==> config.mk <==
export PLATFORM = sky130hd
export DESIGN_NAME = prbs_bist
export DESIGN_NICKNAME = d
export VERILOG_FILES = /design/src/rtl/prbs_bist_pkg.sv /design/src/rtl/prbs_gen.sv /design/src/rtl/prbs_chk.sv /design/src/rtl/prbs_stat.sv /design/src/rtl/prbs_bist.sv
export SDC_FILE = /design/constraint.sdc
export NUM_CORES = 1
export LEC_CHECK = 0
export BUFFER_PORTS_ARGS = -buffer_cell sky130_fd_sc_hd__buf_2
export CAP_MARGIN = 20
export CORE_ASPECT_RATIO = 1.75
export CORE_MARGIN = 2
export CORE_UTILIZATION = 60
export DETAILED_ROUTE_END_ITERATION = 8
export GPL_TIMING_DRIVEN = 0
export PLACE_DENSITY_LB_ADDON = 0.15
export SLEW_MARGIN = 20
export SYNTH_ARGS = -nofsm -noshare
export SYNTH_HDL_FRONTEND = slang
export SYNTH_SLANG_ARGS = --single-unit
==> constraint.sdc <==
create_clock -name clk_i -period 4.2 [get_ports clk_i]
set_input_delay 0 -clock clk_i [delete_from_list [all_inputs] [get_ports clk_i]]
set_output_delay 0 -clock clk_i [all_outputs]
set_load 0.01 [all_outputs]
==> src/rtl/prbs_bist_pkg.sv <==
package prbs_bist_pkg;
  localparam int unsigned LFSR_W  = 15;
  localparam int unsigned PER_W   = 15;
  localparam int unsigned SHORT_N = 9;
  localparam int unsigned LONG_N  = 15;

  typedef logic [LFSR_W-1:0] lfsr_t;

  function automatic logic lfsr_fb(lfsr_t s, logic long_sel);
    return long_sel ? (s[LONG_N-1] ^ s[LONG_N-2]) : (s[SHORT_N-1] ^ s[SHORT_N-5]);
  endfunction

  function automatic logic lfsr_head(lfsr_t s, logic long_sel);
    return long_sel ? s[LONG_N-1] : s[SHORT_N-1];
  endfunction

  function automatic logic [PER_W-1:0] seq_period(logic long_sel);
    return long_sel ? PER_W'((1 << LONG_N) - 1) : PER_W'((1 << SHORT_N) - 1);
  endfunction

  function automatic logic [3:0] seq_len(logic long_sel);
    return long_sel ? 4'(LONG_N) : 4'(SHORT_N);
  endfunction
endpackage

==> src/rtl/prbs_gen.sv <==
module prbs_gen
  import prbs_bist_pkg::*;
(
  input  logic clk_i,
  input  logic rst_ni,
  input  logic we_i,
  input  logic start_i,
  input  logic sel_i,
  input  logic cont_i,
  output logic data_o,
  output logic valid_o
);
  logic             active_q, long_q;
  lfsr_t            st_q;
  logic [PER_W-1:0] cnt_q;
  logic             last;

  assign last = (cnt_q == seq_period(long_q) - PER_W'(1));

  always_ff @(posedge clk_i or negedge rst_ni) begin
    if (!rst_ni) begin
      active_q <= 1'b0;
      long_q   <= 1'b0;
      st_q     <= '0;
      cnt_q    <= '0;
    end else if (we_i) begin
      active_q <= start_i;
      long_q   <= sel_i;
      st_q     <= '1;
      cnt_q    <= '0;
    end else if (active_q) begin
      st_q  <= {st_q[LFSR_W-2:0], lfsr_fb(st_q, long_q)};
      cnt_q <= last ? '0 : cnt_q + PER_W'(1);
      if (last && !cont_i) active_q <= 1'b0;
    end
  end

  assign data_o  = active_q & lfsr_head(st_q, long_q);
  assign valid_o = active_q;

  AST_ONE_SHOT_END: assert property (@(posedge clk_i) disable iff (!rst_ni)
    (active_q && last && !cont_i && !we_i) |=> !valid_o);
  AST_STOP_IDLES: assert property (@(posedge clk_i) disable iff (!rst_ni)
    (we_i && !start_i) |=> !valid_o);
  AST_SEED_ONES: assert property (@(posedge clk_i) disable iff (!rst_ni)
    (we_i && start_i) |=> (valid_o && data_o));
endmodule

==> src/rtl/prbs_chk.sv <==
module prbs_chk
  import prbs_bist_pkg::*;
(
  input  logic clk_i,
  input  logic rst_ni,
  input  logic we_i,
  input  logic start_i,
  input  logic sel_i,
  input  logic rx_data_i,
  input  logic rx_valid_i,
  output logic cmp_vld_o,
  output logic mism_o
);
  logic       armed_q, long_q, in_sync, exp_bit;
  logic [3:0] fill_q;
  lfsr_t      chk_q;

  assign in_sync   = (fill_q == seq_len(long_q));
  assign exp_bit   = lfsr_fb(chk_q, long_q);
  assign cmp_vld_o = armed_q & in_sync & rx_valid_i;
  assign mism_o    = cmp_vld_o & (rx_data_i != exp_bit);

  always_ff @(posedge clk_i or negedge rst_ni) begin
    if (!rst_ni) begin
      armed_q <= 1'b0;
      long_q  <= 1'b0;
      fill_q  <= '0;
      chk_q   <= '0;
    end else if (we_i) begin
      armed_q <= start_i;
      long_q  <= sel_i;
      fill_q  <= '0;
      chk_q   <= '0;
    end else if (armed_q && rx_valid_i) begin
      if (!in_sync) begin
        chk_q  <= {chk_q[LFSR_W-2:0], rx_data_i};
        fill_q <= fill_q + 4'd1;
      end else begin
        // free-run on prediction so one bad bit gives one error
        chk_q <= {chk_q[LFSR_W-2:0], exp_bit};
      end
    end
  end

  AST_NO_CMP_AFTER_WRITE: assert property (@(posedge clk_i) disable iff (!rst_ni)
    we_i |=> !cmp_vld_o);
  AST_IDLE_NO_CMP: assert property (@(posedge clk_i) disable iff (!rst_ni)
    !rx_valid_i |-> !cmp_vld_o);
endmodule

==> src/rtl/prbs_stat.sv <==
module prbs_stat #(
  parameter int unsigned CNT_W    = 8,
  parameter int unsigned PASS_RUN = 128
) (
  input  logic             clk_i,
  input  logic             rst_ni,
  input  logic             clr_i,
  input  logic             cmp_vld_i,
  input  logic             mism_i,
  output logic             pass_o,
  output logic [CNT_W-1:0] err_cnt_o
);
  localparam int unsigned RUN_W = $clog2(PASS_RUN + 1);

  logic [RUN_W-1:0] run_q;
  logic [CNT_W-1:0] cnt_q;
  logic             fail_q, pass_q;

  always_ff @(posedge clk_i or negedge rst_ni) begin
    if (!rst_ni) begin
      run_q  <= '0;
      cnt_q  <= '0;
      fail_q <= 1'b0;
      pass_q <= 1'b0;
    end else if (clr_i) begin
      run_q  <= '0;
      cnt_q  <= '0;
      fail_q <= 1'b0;
      pass_q <= 1'b0;
    end else if (cmp_vld_i) begin
      if (mism_i) begin
        fail_q <= 1'b1;
        pass_q <= 1'b0;
        run_q  <= '0;
        if (cnt_q != '1) cnt_q <= cnt_q + CNT_W'(1);
      end else if (run_q != RUN_W'(PASS_RUN)) begin
        run_q <= run_q + RUN_W'(1);
        if (run_q == RUN_W'(PASS_RUN - 1) && !fail_q) pass_q <= 1'b1;
      end
    end
  end

  assign pass_o    = pass_q;
  assign err_cnt_o = cnt_q;

  AST_CNT_SATURATES: assert property (@(posedge clk_i) disable iff (!rst_ni)
    (cnt_q == '1 && !clr_i) |=> (cnt_q == '1));
  AST_FAIL_STICKY: assert property (@(posedge clk_i) disable iff (!rst_ni)
    (fail_q && !clr_i) |=> !pass_q);
  AST_PASS_AFTER_MATCH: assert property (@(posedge clk_i) disable iff (!rst_ni)
    $rose(pass_q) |-> $past(cmp_vld_i && !mism_i));
  AST_CNT_STEP: assert property (@(posedge clk_i) disable iff (!rst_ni)
    !clr_i |=> (cnt_q == $past(cnt_q) || cnt_q == $past(cnt_q) + CNT_W'(1)));
endmodule

==> src/rtl/prbs_bist.sv <==
module prbs_bist #(
  parameter int unsigned CNT_W    = 8,
  parameter int unsigned PASS_RUN = 128
) (
  input  logic             clk_i,
  input  logic             rst_ni,
  input  logic             ctrl_we_i,
  input  logic             ctrl_start_i,
  input  logic             seq_sel_i,
  input  logic             cont_mode_i,
  output logic             tx_data_o,
  output logic             tx_valid_o,
  input  logic             rx_data_i,
  input  logic             rx_valid_i,
  output logic             pass_o,
  output logic [CNT_W-1:0] err_cnt_o
);
  logic cmp_vld, mism;

  prbs_gen u_gen (
    .clk_i   (clk_i),
    .rst_ni  (rst_ni),
    .we_i    (ctrl_we_i),
    .start_i (ctrl_start_i),
    .sel_i   (seq_sel_i),
    .cont_i  (cont_mode_i),
    .data_o  (tx_data_o),
    .valid_o (tx_valid_o)
  );

  prbs_chk u_chk (
    .clk_i      (clk_i),
    .rst_ni     (rst_ni),
    .we_i       (ctrl_we_i),
    .start_i    (ctrl_start_i),
    .sel_i      (seq_sel_i),
    .rx_data_i  (rx_data_i),
    .rx_valid_i (rx_valid_i),
    .cmp_vld_o  (cmp_vld),
    .mism_o     (mism)
  );

  prbs_stat #(.CNT_W(CNT_W), .PASS_RUN(PASS_RUN)) u_stat (
    .clk_i     (clk_i),
    .rst_ni    (rst_ni),
    .clr_i     (ctrl_we_i),
    .cmp_vld_i (cmp_vld),
    .mism_i    (mism),
    .pass_o    (pass_o),
    .err_cnt_o (err_cnt_o)
  );

  AST_STOP_CLEARS: assert property (@(posedge clk_i) disable iff (!rst_ni)
    ctrl_we_i |=> (!pass_o && err_cnt_o == '0));
endmodule

* Word level (Yosys, flattened, before mapping)
Cells that the tools add are included.
Word-level totals: memory bits (writable) 0, bits of input ports 8, bits in read-only memories 0, memories kept 0, bits in registers 70, bits in latches 0
Operators by class: multiplexer cells 35, bitwise logic cells 8, divide/modulo/power cells 0, add/subtract/negate cells 5, multiply operators 0, $lt $le $gt $ge 0, shift operators 0, equal/unequal tests 7, reduce and logical (&&, ||, !) cells 17
Operators with widths (number):
- $mux 15 | 8
- $mux 8 | 8
- $add 8x1->8 const B | 2
- $ne 8x8->1 const B | 2
- $add 15x1->15 const B | 1
- $eq 15x15->1 | 1
- $mux 1 | 15
- $sub 15x1->15 const B | 1
- $mux 4 | 3
- $reduce_bool 2->1 | 5
- $eq 8x7->1 const B | 1
- $reduce_and 2->1 | 3
- $reduce_and 3->1 | 2
- $reduce_bool 3->1 | 2
- $add 4x1->4 const B | 1
- $and 1x1->1 | 4
- $eq 4x4->1 | 1
- $xor 1x1->1 | 4
- $logic_and 1x1->1 | 3
- $mux 3 | 1
- $logic_not 1->1 | 2
- $ne 2x2->1 const B | 1
- $ne 1x1->1 | 1

* Depth between registers and ports, before layout
depth after elaboration 8, gate-level depth with buffers 6, depth with buffers taken out 6

* Cells and area by module
Synthesis repeated with hierarchy kept, for this count alone.
Second synthesis, totals: cell total of the unflattened synthesis 371, area, all modules 3677.3 sq um
Modules (own cells, without submodules):
- prbs_gen | times used 1, cells an instance 169, sequential area each 800.8 sq um, area an instance 1711.6 sq um
- prbs_stat | times used 1, cells an instance 102, sequential area each 450.4 sq um, area an instance 994.7 sq um
- prbs_chk | times used 1, cells an instance 100, sequential area each 525.5 sq um, area an instance 970.9 sq um

* Worst setup path before layout
OpenSTA, ideal clock, no wires.
kind register -> register, start register u_chk.chk_q[4], end register u_stat.cnt_q[3] (netlist: u_stat.err_cnt_o[3]), stages on the path, launching flop included 6, buffers on the path 0, library setup time 0.078 ns, data arrival time 1.703 ns, slack 2.419 ns, clock period less this slack 1.781 ns, required time 4.122 ns, cells stage by stage dfrtp_1 -> xnor2_1 -> mux2i_2 -> nand3_4 -> or4_1 -> a21oi_1
Between the ends: word-level cells in the longest chain between the ends 6
RTL lines:
- start: declaration | line prbs_chk.sv:16 | lfsr_t chk_q;
- start signal: assignment | line prbs_chk.sv:36 | chk_q <= {chk_q[LFSR_W-2:0], rx_data_i};
- start signal: assignment | line prbs_chk.sv:40 | chk_q <= {chk_q[LFSR_W-2:0], exp_bit};
- $xor 1x1->1 | line prbs_bist_pkg.sv:10 | return long_sel ? (s[LONG_N-1] ^ s[LONG_N-2]) : (s[SHORT_N-1] ^ s[SHORT_N-5]);
- $mux 1 | line prbs_bist_pkg.sv:10
- $ne 1x1->1 | line prbs_chk.sv:21 | assign mism_o = cmp_vld_o & (rx_data_i != exp_bit);
- $and 1x1->1 | line prbs_chk.sv:21
- $reduce_bool 2->1 (no line)
- $reduce_and 3->1 (no line)
- end signal: assignment | line prbs_stat.sv:35 | if (cnt_q != '1) cnt_q <= cnt_q + CNT_W'(1);
- end: declaration | line prbs_stat.sv:16 | logic [CNT_W-1:0] cnt_q;
No other way between the ends. A chain may end at the register's enable or synchronous reset.

* Worst setup path in the final report
start register u_gen.cnt_q[11], end register u_gen.active_q (netlist: u_gen.valid_o)
Between the ends: word-level cells in the longest chain between the ends 5
RTL lines:
- start: declaration | line prbs_gen.sv:15 | logic [PER_W-1:0] cnt_q;
- start signal: assignment | line prbs_gen.sv:33 | cnt_q <= last ? '0 : cnt_q + PER_W'(1);
- $eq 15x15->1 | line prbs_gen.sv:18 | assign last = (cnt_q == seq_period(long_q) - PER_W'(1));
- $logic_and 1x1->1 | line prbs_gen.sv:34 | if (last && !cont_i) active_q <= 1'b0;
- $mux 1 | line prbs_gen.sv:34
- $mux 1 | line prbs_gen.sv:31 | end else if (active_q) begin
- $mux 1 | line prbs_gen.sv:26 | end else if (we_i) begin
- end signal: assignment | line prbs_gen.sv:27 | active_q <= start_i;
- end: declaration | line prbs_gen.sv:13 | logic active_q, long_q;
No other way between the ends.

==> impl_metrics.csv <==
group,metric,value,unit
run_status,status,"completed",
yosys,synthFlopType,"dfrtp_1",
worst_setup_path,cp-start-kind,"register",
worst_setup_path,crit_chain,"or4_1 > nor4_2 > o211ai_2 > o211ai_1 > nand2_1 > dlygate4sd3_1",
timing,slew_violations,0,
clocking,cts_tree,"yes",
layout,multi_input_area,1650,sq um
timing,finalCritPeriodShare,0.576,
power_and_ir_drop,total_power,1.33,mW
clocking,cts_root_buffer,"clkbuf_8",
flow_run,cap_violations,0,
power_and_ir_drop,leakagePower,1.68,nW
layout,drive_above_1_share,0.116,
routing,ant_nets,0,
timing,slew_headroom,0.546,
global_routing,grt_pass1_wl,12400,um
worst_setup_path,r2r-end,"u_gen.valid_o",
yosys,synthTopCellsByArea,"dfrtp_1 50%, nand2_1 7.2%, mux2i_1 5.7%",
routing,drt_iter0_markers,148,
clocking,clk_pin_slew,0.08,ns
timing,hold_ws,0.0910,ns
power_and_ir_drop,vdd_drop_max,0.000319,V
layout,layout.nets,407,
routing,drc,0,
global_routing,grt_max_degree,46,
clocking,numCtsBuffers,9,
layout,fin_util,0.706,
worst_setup_path,end_kind,"register",
worst_setup_path,rr_worst_depth,6,
yosys,yosys.area.top_type,"dfrtp_1",
global_routing,first_global_vias,2778,
floorplan,io-pin-count,19,
global_routing,gr-total-overflow,0,
floorplan,row_count,36,
clocking,clock_latency,0.36,ns
place,dp_hpwl,4930,um
worst_setup_path,cpMaxStageDelayCell,"or4_1",
yosys,synth.top_cell.area_share,0.503,
floorplan,die_area,6460,sq um
timing,setup-tns-final,0,ns
clocking,cts.sinks,70,
yosys,seq_area_frac_synth,0.503,
yosys,synth_fp_nets,372,
routing,firstDrtPassIters,4,
yosys,synth_warnings,0,
layout,antenna_cells,0,
floorplan,start_util,0.624,
hold_path,hold_path_class,"in2async",
global_routing,grt_usage,0.256,
worst_setup_path,r2r_slack,1.78,ns
worst_setup_path,r2r-start,"u_gen.cnt_q[11]",
worst_setup_path,crit_type,"reg2reg",
worst_setup_path,slowest_delay,0.57,ns
power_and_ir_drop,power_density,338,nW/um^2
timing,finalHoldViolations,0,
yosys,synth_area,3490,sq um
layout,layout.area.seq,1750,sq um
worst_setup_path,cp_data_arrival_time,2.65,ns
timing,worst_pin_slew,0.672,ns
clocking,clockBufferDepth,2,
floorplan,fp.coreArea,5590,sq um
floorplan,die_y,105,um
yosys,synth_seq_cells,70,
routing,wire_per_inst,14.7,um
routing,wl,6950,um
timing,setup_viol,0,
place,port_buffers,18,
place,routabilityCongestion,0.851,
yosys,ys_types,49,
clocking,cts_resized,0,
yosys,synth-edff-count,0,
timing,rsz0062_at_grt,"false",
global_routing,grt_antenna_before_repair,0,
timing,fin_crit,2.42,ns
floorplan,die_w,61.6,um
routing,num_vias,2720,
yosys,synthArstFlopShare,1.00,
timing,fmax,0.413,GHz
layout,fillCellCount,484,
clocking,htree_num_levels,3,
worst_setup_path,cp_max_fo,9,
clocking,post_cts_buffers,0,
timing,skew,0.0122,ns
layout,synthToLayoutAreaGrowth,13.1,%
yosys,syn-mean-instance-area,9.74,sq um
yosys,syn-instance-count,358,
worst_setup_path,crit_required,4.43,ns
routing,vias_per_cell,5.74,
-- cells by family (layout without fill, tap and decap cells) --
family                     after synthesis  count (layout)  synth area share
AOI/OAI and AO/OA                       57              57             0.110
buffers and inverters                   22              62            0.0251
muxes                                   23              23            0.0678
and+or+nand+nor                        159             159             0.220
DFF                                     70              70             0.503
xor gates and xnor gates                21              21            0.0528
adders and majority gates                6               6            0.0215
-- layout make-up --
| type | count | area share |
|---|---|---|
| clock buffers | 13 | 0.0378 |
| well taps | 76 | 0.0241 |
| flip-flops and latches | 70 | 0.444 |
| clock inverters | 3 | 0.0111 |
| inverters | 8 | 0.00761 |
| plain buffers | 14 | 0.0146 |
| multi-input cells | 266 | 0.418 |
| repair buffers | 24 | 0.0431 |
-- layout by cell type (no fill, tap or decap), types with 2 or more instances in the layout --
cell type,instances
dfrtp_1,70
nand2_1,67
nor2_1,31
a21oi_1,27
mux2i_1,20
buf_2,18
nand3_1,14
clkbuf_1,12
xor2_1,11
nand4_1,10
xnor2_1,10
clkbuf_8,10
and3_1,9
inv_1,8
ha_1,6
or4_1,5
o21ai_0,5
dlygate4sd3_1,5
o211ai_1,4
or3_1,4
nor3_1,4
buf_1,3
a31oi_1,3
o31ai_1,3
buf_4,2
nor3_2,2
nand4b_1,2
mux2_2,2
and2_1,2
nor2b_1,2
a311oi_1,2
o2111ai_1,2
-- cell usage after synthesis, drive strengths merged, types with 2 or more instances --
library cell / n
a21oi: 27
a311oi: 2
a31oi: 3
and2: 2
and3: 9
buf: 5
clkbuf: 9
dfrtp: 70
ha: 6
inv: 8
mux2: 2
mux2i: 21
nand2: 67
nand3: 15
nand4: 10
nand4b: 2
nor2: 31
nor2b: 2
nor3: 6
nor4: 2
o2111ai: 2
o211ai: 5
o21ai: 6
o31ai: 3
or3: 4
or4: 5
xnor2: 10
xor2: 11
-- critical path, delay by kind of cell, from the launching register on --
kind,cells,cell delay [ns]
buffers and inverters,1,0.56
AO/OA/AOI/OAI,2,0.48
AND/OR/NAND/NOR,3,0.82
flip-flops,1,0.43
-- power by group --
| group | switching, mW | internal, mW |
|---|---|---|
| Sequential | 0.0104 | 0.682 |
| Combinational | 0.0656 | 0.0372 |
| Clock | 0.246 | 0.291 |
-- metrics by stage --
step,instances,setup WS [ns],area (sq um)
global route,474,1.62,3940
floorplan,358,2.42,3490
CTS,474,1.78,3940
finish,474,1.78,3940
global placement,452,2.19,3670
detailed placement,453,2.17,3700
-- registers in the layout, summed over array words and instances (netlist names) --
name	flops
u_chk.chk_q	15
u_gen.valid_o	1
u_stat.run_q	8
u_gen.st_q	15
u_stat.err_cnt_o	8
u_chk.armed_q	1
u_chk.fill_q	4
u_stat.fail_q	1
u_stat.pass_o	1
u_chk.long_q	1
u_gen.cnt_q	15
-- how the worst max path moves through the flow --
stage | from | end | slack, ns | cells after the start
final | u_gen.cnt_q[11] | u_gen.valid_o | 1.78 | 6
after detailed placement | u_gen.cnt_q[12] | u_gen.cnt_q[7] | 2.17 | 5
after CTS | u_gen.cnt_q[11] | u_gen.valid_o | 1.78 | 6
after floorplan | u_chk.chk_q[4] | u_stat.err_cnt_o[3] | 2.42 | 5
after global placement | u_gen.cnt_q[12] | u_gen.cnt_q[10] | 2.19 | 5
after global routing | u_gen.cnt_q[11] | u_gen.valid_o | 1.62 | 6
-- metal layers --
metal	global-route usage	wire, um	vias to the layer above
met5	0	0	-
met4	0.128	200	0
li1	-	-	1324
met3	0.0668	267	19
met1	0.305	2800	1332
met2	0.411	3680	45
-- timing repair --
action	4_1_cts	5_1_grt
hold endpoints to repair	74	0
setup endpoints to repair	0	0
hold buffers	5	0
(Power assumes the default switching activity.)
